[src/rtl/shared_irq_pkg.sv]
package shared_irq_pkg;
  typedef enum logic [2:0] {
    OP_NOP    = 3'd0,
    OP_ENABLE = 3'd1,
    OP_DEST   = 3'd2,
    OP_MODE   = 3'd3,
    OP_MASK   = 3'd4
  } cmd_op_e;

  typedef enum logic [1:0] {
    DIST_FIXED = 2'd0,
    DIST_ROT   = 2'd1,
    DIST_ALL   = 2'd2,
    DIST_ALT   = 2'd3
  } dist_mode_e;

  localparam int DATA_W   = 32;
  localparam int TRIG_BIT = 4;
endpackage

[src/rtl/rot_pick.sv]
module rot_pick #(
  parameter int NUM_CORES = 4,
  localparam int PTR_W = (NUM_CORES > 1) ? $clog2(NUM_CORES) : 1
) (
  input  logic [NUM_CORES-1:0] cand,
  input  logic [PTR_W-1:0]     last,
  output logic [NUM_CORES-1:0] pick,
  output logic [PTR_W-1:0]     pick_idx,
  output logic [NUM_CORES-1:0] low_pick
);
  always_comb begin
    pick     = '0;
    pick_idx = last;
    for (int k = NUM_CORES; k >= 1; k--) begin
      int idx;
      idx = int'(last) + k;
      if (idx >= NUM_CORES) idx = idx - NUM_CORES;
      if (cand[idx]) begin
        pick     = '0;
        pick[idx] = 1'b1;
        pick_idx = PTR_W'(idx);
      end
    end
  end

  always_comb begin
    low_pick = '0;
    for (int c = NUM_CORES - 1; c >= 0; c--) begin
      if (cand[c]) begin
        low_pick    = '0;
        low_pick[c] = 1'b1;
      end
    end
  end
endmodule

[src/rtl/irq_lane.sv]
module irq_lane
  import shared_irq_pkg::*;
#(
  parameter int NUM_CORES = 4
) (
  input  logic                 clk,
  input  logic                 rst_n,
  input  logic                 en,
  input  logic                 irq_in,
  input  logic                 wr_dest,
  input  logic                 wr_mode,
  input  logic                 wr_mask,
  input  logic [DATA_W-1:0]    wdata,
  output logic [NUM_CORES-1:0] tgt_o
);
  localparam int PTR_W = (NUM_CORES > 1) ? $clog2(NUM_CORES) : 1;

  logic [NUM_CORES-1:0] dest_q;
  dist_mode_e           mode_q;
  logic                 level_q;
  logic                 mask_q;
  logic                 prev_q;
  logic [NUM_CORES-1:0] hold_q;
  logic [PTR_W-1:0]     last_q;

  logic                 req, rise;
  logic [NUM_CORES-1:0] rot_sel, low_sel, tgt_d;
  logic [PTR_W-1:0]     rot_idx;

  assign req  = irq_in & ~mask_q & en;
  assign rise = req & ~prev_q;

  rot_pick #(.NUM_CORES(NUM_CORES)) u_pick (
    .cand(dest_q), .last(last_q),
    .pick(rot_sel), .pick_idx(rot_idx), .low_pick(low_sel)
  );

  always_comb begin
    unique case (mode_q)
      DIST_ALL: tgt_d = dest_q;
      DIST_ROT: tgt_d = rise ? rot_sel : hold_q;
      default:  tgt_d = low_sel;
    endcase
    if (level_q) begin
      if (!req) tgt_d = '0;
    end else begin
      if (!rise) tgt_d = '0;
    end
  end

  always_ff @(posedge clk or negedge rst_n) begin
    if (!rst_n) begin
      dest_q  <= '0;
      mode_q  <= DIST_FIXED;
      level_q <= 1'b1;
      mask_q  <= 1'b1;
      prev_q  <= 1'b0;
      hold_q  <= '0;
      last_q  <= PTR_W'(NUM_CORES - 1);
      tgt_o   <= '0;
    end else begin
      prev_q <= req;
      tgt_o  <= tgt_d;
      if (rise && (mode_q == DIST_ROT)) begin
        hold_q <= rot_sel;
        if (|dest_q) last_q <= rot_idx;
      end
      if (wr_dest) dest_q <= wdata[NUM_CORES-1:0];
      if (wr_mode) begin
        mode_q  <= dist_mode_e'(wdata[1:0]);
        level_q <= wdata[TRIG_BIT];
      end
      if (wr_mask) mask_q <= wdata[0];
    end
  end


  mask_quiet_chk: assert property (@(posedge clk) disable iff (!rst_n)
    $past(mask_q) |-> (tgt_o == '0));

  disable_quiet_chk: assert property (@(posedge clk) disable iff (!rst_n)
    !$past(en) |-> (tgt_o == '0));

  rot_onehot_chk: assert property (@(posedge clk) disable iff (!rst_n)
    ($past(mode_q) == DIST_ROT) |-> $onehot0(tgt_o));

  dest_subset_chk: assert property (@(posedge clk) disable iff (!rst_n)
    ($past(mode_q) != DIST_ROT) |-> ((tgt_o & ~$past(dest_q)) == '0));
endmodule

[src/rtl/shared_irq_router.sv]
module shared_irq_router
  import shared_irq_pkg::*;
#(
  parameter int NUM_IRQ   = 8,
  parameter int NUM_CORES = 4,
  localparam int IDX_W = (NUM_IRQ > 1) ? $clog2(NUM_IRQ) : 1
) (
  input  logic                           clk,
  input  logic                           rst_n,
  input  logic                           cmd_valid,
  input  logic [2:0]                     cmd_op,
  input  logic [IDX_W-1:0]               cmd_idx,
  input  logic [31:0]                    cmd_data,
  input  logic [NUM_IRQ-1:0]             irq_in,
  output logic [NUM_CORES*NUM_IRQ-1:0]   core_irq,
  output logic [15:0]                    cfg_num_irq
);
  logic en_q;
  logic [NUM_CORES-1:0] lane_tgt [NUM_IRQ];

  assign cfg_num_irq = 16'(NUM_IRQ);

  always_ff @(posedge clk or negedge rst_n) begin
    if (!rst_n) en_q <= 1'b0;
    else if (cmd_valid && cmd_op == OP_ENABLE) en_q <= 1'b1;
  end

  for (genvar i = 0; i < NUM_IRQ; i++) begin : g_lane
    logic hit;
    assign hit = cmd_valid && (int'(cmd_idx) == i);

    irq_lane #(.NUM_CORES(NUM_CORES)) u_lane (
      .clk(clk), .rst_n(rst_n), .en(en_q), .irq_in(irq_in[i]),
      .wr_dest(hit && cmd_op == OP_DEST),
      .wr_mode(hit && cmd_op == OP_MODE),
      .wr_mask(hit && cmd_op == OP_MASK),
      .wdata(cmd_data), .tgt_o(lane_tgt[i])
    );

    for (genvar c = 0; c < NUM_CORES; c++) begin : g_core
      assign core_irq[c*NUM_IRQ + i] = lane_tgt[i][c];
    end
  end


  enable_sticky_chk: assert property (@(posedge clk) disable iff (!rst_n)
    $past(en_q) |-> en_q);
endmodule

[config.mk]
export PLATFORM = sky130hd
export DESIGN_NAME = shared_irq_router
export DESIGN_NICKNAME = d
export VERILOG_FILES = /design/src/rtl/shared_irq_pkg.sv /design/src/rtl/rot_pick.sv /design/src/rtl/irq_lane.sv /design/src/rtl/shared_irq_router.sv
export SDC_FILE = /design/constraint.sdc
export NUM_CORES = 1
export LEC_CHECK = 0
export ABC_AREA = 1
export BUFFER_PORTS_ARGS = -buffer_cell sky130_fd_sc_hd__clkbuf_2
export CORE_MARGIN = 1.5
export CORE_UTILIZATION = 55
export DETAILED_ROUTE_END_ITERATION = 10
export GPL_ROUTABILITY_DRIVEN = 0
export PLACE_DENSITY_LB_ADDON = 0.12
export SLEW_MARGIN = 25
export SYNTH_ARGS = -nofsm -noshare
export SYNTH_HDL_FRONTEND = slang
export SYNTH_SLANG_ARGS = --single-unit
export TNS_END_PERCENT = 100
[constraint.sdc]
create_clock -name clk -period 2.7 [get_ports clk]
set_input_delay 0.54 -clock clk [delete_from_list [all_inputs] [get_ports clk]]
set_output_delay 0.54 -clock clk [all_outputs]
set_load 0.005 [all_outputs]
==> results of run 1 <==
per-layer routing:
metal  track usage, %  part of all wire [%]  vias up
met5                0                 0.060        -
met3            3.407                   3.9       28
li1                 -                     -     4461
met2            37.50                    46      156
met1            32.47                    49     3990
met4            7.091                   1.5        2
cell usage in the layout (no fill, tap or decap), types with 5 or more instances in the layout:
| master | instances |
|---|---|
| sky130_fd_sc_hd__o221ai_1 | 8 |
| sky130_fd_sc_hd__inv_1 | 170 |
| sky130_fd_sc_hd__nand2_1 | 317 |
| sky130_fd_sc_hd__o21ai_2 | 6 |
| sky130_fd_sc_hd__a31oi_1 | 23 |
| sky130_fd_sc_hd__a21oi_1 | 53 |
| sky130_fd_sc_hd__nor2_4 | 18 |
| sky130_fd_sc_hd__nand2_4 | 12 |
| sky130_fd_sc_hd__o21ai_1 | 42 |
| sky130_fd_sc_hd__dfstp_2 | 32 |
| sky130_fd_sc_hd__clkbuf_2 | 52 |
| sky130_fd_sc_hd__o211ai_1 | 13 |
| sky130_fd_sc_hd__buf_4 | 5 |
| sky130_fd_sc_hd__nor2_8 | 6 |
| sky130_fd_sc_hd__clkinvlp_4 | 5 |
| sky130_fd_sc_hd__nor2_1 | 65 |
| sky130_fd_sc_hd__nand3_1 | 110 |
| sky130_fd_sc_hd__nand2_2 | 65 |
| sky130_fd_sc_hd__conb_1 | 16 |
| sky130_fd_sc_hd__o21ai_0 | 131 |
| sky130_fd_sc_hd__xor2_1 | 8 |
| sky130_fd_sc_hd__dfrtp_1 | 121 |
| sky130_fd_sc_hd__ha_1 | 80 |
| sky130_fd_sc_hd__inv_2 | 16 |
| sky130_fd_sc_hd__nor3_1 | 8 |
| sky130_fd_sc_hd__clkbuf_16 | 17 |
flip-flops by register name, indices dropped and copies added (netlist names):
name / count
g_lane.u_lane.level_q: 8
g_lane.u_lane.tgt_o: 32
en_q: 1
g_lane.u_lane.mode_q: 16
g_lane.u_lane.last_q: 16
g_lane.u_lane.mask_q: 8
g_lane.u_lane.hold_q: 32
g_lane.u_lane.dest_q: 32
g_lane.u_lane.prev_q: 8
worst max-delay path, stage by stage, from the launching register on:
cell and delay (ps):
sky130_fd_sc_hd__dfstp_2 660, sky130_fd_sc_hd__inv_2 140, sky130_fd_sc_hd__ha_1 380, sky130_fd_sc_hd__inv_1 160, sky130_fd_sc_hd__nand3_1 110, sky130_fd_sc_hd__nand2_2 170, sky130_fd_sc_hd__inv_1 80, sky130_fd_sc_hd__nand2_1 60
sky130_fd_sc_hd__nand3_1 90, sky130_fd_sc_hd__nand2_1 120, sky130_fd_sc_hd__nand3_1 70, sky130_fd_sc_hd__nand2_1 60, sky130_fd_sc_hd__nor2_1 40
final cells by class:
cell class                 count  area [µm²]
sequential                   153        3869
tap                          229       286.5
clock buffer                  20       456.7
multi-input combinational    992        5595
clock inverter                12       126.4
inverter                     188       705.7
fill                        1633        6779
timing repair buffer          59       329.1
worst max path at each step:
| stage | startpoint | to | slack [ps] | cells past startpoint |
|---|---|---|---|---|
| 2_1_floorplan | g_lane[3].u_lane.last_q[0] | g_lane[3].u_lane.tgt_o[1] | 760 | 12 |
| 3_3_place_gp | g_lane[1].u_lane.last_q[0] | g_lane[1].u_lane.tgt_o[1] | 490 | 12 |
| 3_5_place_dp | g_lane[5].u_lane.last_q[0] | g_lane[5].u_lane.tgt_o[1] | 460 | 12 |
| 4_1_cts | g_lane[1].u_lane.last_q[0] | g_lane[1].u_lane.tgt_o[1] | 450 | 12 |
| 5_1_grt | g_lane[3].u_lane.last_q[0] | g_lane[3].u_lane.tgt_o[1] | 240 | 12 |
| 6_report | g_lane[1].u_lane.last_q[0] | g_lane[1].u_lane.tgt_o[1] | 430 | 12 |
cell families after synthesis:
group | after synthesis | synth area share, %
xor gates and xnor gates | 8 | 0.6826
AOI/OAI and AO/OA | 283 | 15.07
other | 2 | 0.07316
DFF | 153 | 37.69
buffers and inverters | 209 | 8.313
and+or+nand+nor | 605 | 28.43
adders and majority gates | 80 | 9.751
power by group:
part | total (mW) | switching [mW] | internal (mW)
logic | 4.38 | 2.89 | 1.50
registers | 3.43 | 0.509 | 2.92
clock network | 2.34 | 0.941 | 1.40
stage by stage:
step | worst slack [ps] | hold WS (ps) | utilization, %
2_1_floorplan | 757.1 | 244.4 | -
3_3_place_gp | 490.9 | 472.5 | 59.43
3_5_place_dp | 462.0 | 483.4 | 59.43
4_1_cts | 446.9 | 88.09 | 62.64
5_1_grt | 240.5 | 120.8 | 62.64
6_report | 425.1 | 77.06 | 62.64
==> qor.txt, run 1 <==
Resize count post-CTS - 0
GRT Residual Overflow - 0
Clock insertion delay at the later pin of the skew report - 420 ps
Worst endpoint data arrival time - 2570 ps
CTS Hold Bufs - 0
Power Dens Cells - 893.4 nW/µm²
Hold violation total from the final report - 0
Clock transition at the register clock pins on the worst setup and hold paths after CTS - 60 ps
Reg2reg path depth - 12
Vias in the first global route - 7,977
Placed cell count - 1,621
Most frequently used cell type in the post-synthesis netlist - sky130_fd_sc_hd__nand2_1
Headroom to the max-slew limit - 45.56%
Largest net degree at the start of global routing - 58
Boundary pin count - 97
Total vias in the final route - 8,637
FF+latch count, synth - 153
H-tree levels - 4
HPWL after detailed placement - 16,070 µm
Post-route ant nets - 0
Standard cell core area - 18,150 µm²
Initial standard-cell utilization of the core - 56.56%
Worst Max-Slew Pin Slew - 816.5 ps
Startpoint of the worst-slack reg-to-reg timing path - g_lane[1].u_lane.last_q[0]
Area fraction of the dominant cell type after synthesis - 29.50%
Leakage - 5.871 nW
Post-DR wirelength/cell - 13.09 µm
Fraction of final layout cells sized beyond drive strength 1 - 17.56%
Via/cell ratio - 5.225
Crit-path max FO - 11
FFs w/ async S/R, synth - 100.0%
Timing-limited maximum frequency - 439.6 MHz
Crit Path Category - flop to flop
Count of mapped cells out of synthesis - 1,340
Number of antenna violations at the first check in global routing - 1
Failing checks - design-rule violations
Antenna fix cells - 0
Vertical die dimension - 139.6 µm
Run status - complete, but fails checks
Area of the mapped netlist - 10,260 µm²
Max-capacitance violation count - 0
Avg Cell Area, Syn - 7.660 µm²
Post-layout instance area - 11,370 µm²
Overall die width - 139.6 µm
Number of endpoints failing setup at the final stage - 0
Remaining routing DRC violations - 3
CTS tree - yes
Die outline area - 19,490 µm²
Min cycle time layout - 2275 ps
Sequential area share after synthesis - 37.69%
Area post-placement - 10,790 µm²
Total design power - 10.16 mW
Number of I/O port buffers - 53
Inserted Clock Buffers - 17
Global routing usage summed across all routing layers - 23.23%
Post-layout net count - 1,540
Buffers inserted during post-CTS setup optimization - 0
Library cells used by synthesis - 33
Critical path startpoint category - flop
Top post-synthesis cells by area - sky130_fd_sc_hd__dfrtp_1 29%, sky130_fd_sc_hd__nand2_1 12%, sky130_fd_sc_hd__ha_1 9.8%, sky130_fd_sc_hd__dfstp_2 8.2%, sky130_fd_sc_hd__o21ai_0 6.4%
Aggregate routed wire length - 21,640 µm
Required @ worst endpoint - 2990 ps
Number of standard-cell rows in the floorplan - 49
Root buffer cell - sky130_fd_sc_hd__clkbuf_16
Final Max Tran Viols - 0
Finished Layout Cells - 1,653
Cell type with the highest aggregate area in the netlist - sky130_fd_sc_hd__dfrtp_1
DRC violation total after the first TritonRoute iteration - 418
Final worst clock skew - 6.930 ps
Number of buffers between clock root and the deepest sink - 2
RSZ-0062 raised after global routing - no
Most numerous cell types in the synthesized netlist - 317 x sky130_fd_sc_hd__nand2_1, 170 x sky130_fd_sc_hd__inv_1, 131 x sky130_fd_sc_hd__o21ai_0, 121 x sky130_fd_sc_hd__dfrtp_1, 110 x sky130_fd_sc_hd__nand3_1
Crit end category - flop
Worst IR Drop VDD - 0.0004512 V
First-pass DRT Iterations - 8
Sum of negative setup slack - 0 ps
R2R Setup Slk - 430 ps
Warnings from Yosys - 0
Fin crit share - 84.25%
Endpoint of the worst register-to-register path - g_lane[1].u_lane.tgt_o[1]
Class of the tightest hold or removal check - input pin to async pin
Clock tree sinks - 153
Number of enable-type register cells in the synthesized netlist - 0
Commonest register cell after synthesis - sky130_fd_sc_hd__dfrtp_1
Area added between synthesis and finish - 10.75%
Global-route wire length before repair - 37,340 µm
Note: power is estimated with default switching activity, not from simulation.
==> run 2: changes to the inputs <==
clock period = 1.9 ns   (was 2.7 ns; I/O delays follow)
==> qor.txt, run 2 (synthesized netlist as in run 1, its figures left out) <==
DRC violation total after the first TritonRoute iteration - 529
Clock tree sinks - 153
Vias in the first global route - 8,325
Commonest non-fill, non-tap cell in the layout - sky130_fd_sc_hd__nand2_1
Inserted Clock Buffers - 17
Max-capacitance violation count - 0
Post-route ant nets - 0
Min cycle time layout - 1861 ps
CTS tree - yes
Total design power - 16.11 mW
Placed cell count - 1,662
H-tree levels - 4
Leakage - 6.198 nW
Area added between synthesis and finish - 17.89%
Headroom to the max-slew limit - 60.09%
Vertical die dimension - 139.6 µm
Worst IR Drop VDD - 0.0007316 V
Total vias in the final route - 8,958
Largest net degree at the start of global routing - 49
Worst endpoint data arrival time - 2160 ps
Footprint of the multi-input gates - 5857 µm²
Boundary pin count - 97
Post-layout net count - 1,595
Worst Max-Slew Pin Slew - 598.0 ps
Power Dens Cells - 1331 nW/µm²
Number of I/O port buffers - 53
Dpl ws - -18.07 ps
Crit-path max FO - 4
GRT Residual Overflow - 0
Biggest registers after layout - g_lane.u_lane.dest_q: 32 flops, g_lane.u_lane.hold_q: 32 flops, g_lane.u_lane.tgt_o: 32 flops
Fin crit share - 97.96%
Standard cell core area - 18,150 µm²
Remaining routing DRC violations - 10
Combined flip-flop and latch cell area - 3869 µm²
Final worst-path setup slack - 38.81 ps
Final Max Tran Viols - 0
Number of buffers between clock root and the deepest sink - 2
Initial standard-cell utilization of the core - 56.56%
Crit Path Category - flop to flop
Run status - complete, but fails checks
Number of antenna violations at the first check in global routing - 3
Root buffer cell - sky130_fd_sc_hd__clkbuf_16
Hold violation total from the final report - 0
Area post-placement - 11,140 µm²
Clock transition at the register clock pins on the worst setup and hold paths after CTS - 60 ps
Critical path startpoint category - flop
Post-layout instance area - 12,100 µm²
Number of filler instances in the final layout - 1,541
Highest-count cells in the layout ignoring fill and taps - 306 x sky130_fd_sc_hd__nand2_1, 159 x sky130_fd_sc_hd__inv_1, 130 x sky130_fd_sc_hd__o21ai_0, 121 x sky130_fd_sc_hd__dfrtp_1, 102 x sky130_fd_sc_hd__nand3_1
Required @ worst endpoint - 2190 ps
Sum of negative setup slack - 0 ps
Number of endpoints failing setup at the final stage - 0
Failing checks - design-rule violations
Timing-limited maximum frequency - 537.3 MHz
Final worst clock skew - 10.49 ps
First-pass DRT Iterations - 7
Finished Layout Cells - 1,711
Fraction of final layout cells sized beyond drive strength 1 - 23.39%
Via/cell ratio - 5.236
Die outline area - 19,490 µm²
Class of the tightest hold or removal check - input pin to flop
Number of standard-cell rows in the floorplan - 49
Overall die width - 139.6 µm
Post-DR wirelength/cell - 13.30 µm
Aggregate routed wire length - 22,760 µm
Crit end category - flop
Clock insertion delay at the later pin of the skew report - 430 ps
Global-route wire length before repair - 38,760 µm
HPWL after detailed placement - 16,580 µm
Global routing usage summed across all routing layers - 24.07%
[run 2: repair_timing]
item,4_1_cts,5_1_grt
pin swaps,2,19
hold buffers,1,0
endpoints found under the hold margin,23,0
endpoints found under the setup margin,5,43
resized for setup,3,48
buffers inserted,1,12
[run 2: stage by stage]
step	hold WS, ps	utilization, %
6_report	197.3	66.69
4_1_cts	186.7	64.96
2_1_floorplan	84.41	-
3_5_place_dp	307.9	61.39
3_3_place_gp	308.9	61.39
5_1_grt	201.3	66.66
[run 2: worst paths after layout]
check	from	end	slack [ps]	cells past startpoint
max	g_lane[1].u_lane.last_q[1]	g_lane[1].u_lane.tgt_o[1]	40	11
max reg2reg	g_lane[1].u_lane.last_q[1]	g_lane[1].u_lane.tgt_o[1]	40	11
min	irq_in[4]	g_lane[4].u_lane.prev_q	200	3
min in group asynchronous	rst_n	g_lane[0].u_lane.tgt_o[0]	420	2
min reg2reg	g_lane[0].u_lane.level_q	g_lane[0].u_lane.level_q	490	2
max in group asynchronous	rst_n	g_lane[4].u_lane.last_q[1]	840	3
[run 2: power breakdown]
group / internal, mW / switching [mW]
sequential: 4.13 / 0.434
clock: 2.05 / 1.35
combinational: 3.18 / 4.96
total: 9.36 / 6.75
[run 2: critical path, stage by stage, from the launching register on]
cell and delay, ps:
sky130_fd_sc_hd__dfstp_2 530, sky130_fd_sc_hd__inv_1 70, sky130_fd_sc_hd__ha_4 300, sky130_fd_sc_hd__inv_4 50, sky130_fd_sc_hd__o21ai_4 180, sky130_fd_sc_hd__nand2_2 110, sky130_fd_sc_hd__nor2_1 150, sky130_fd_sc_hd__nor2_1 60
sky130_fd_sc_hd__nand2_1 90, sky130_fd_sc_hd__nand3_1 70, sky130_fd_sc_hd__nand2_1 80, sky130_fd_sc_hd__nor2_2 40
[run 2: layout make-up]
class	count	share of cell area (%)
Clock inverter	9	0.9512
Tap cell	229	2.368
Timing Repair Buffer	114	6.390
Antenna cell	3	0.06203
Sequential cell	153	31.97
Inverter	188	5.914
Multi-Input combinational cell	992	48.40
Clock buffer	23	3.950
[run 2: per-layer routing]
layer,global-route usage (%),vias up,wire length [µm]
met2,39.04,166,10590
met4,6.870,0,380
met1,33.00,4178,10880
met3,4.542,26,913
met5,0,-,0
li1,-,4588,-
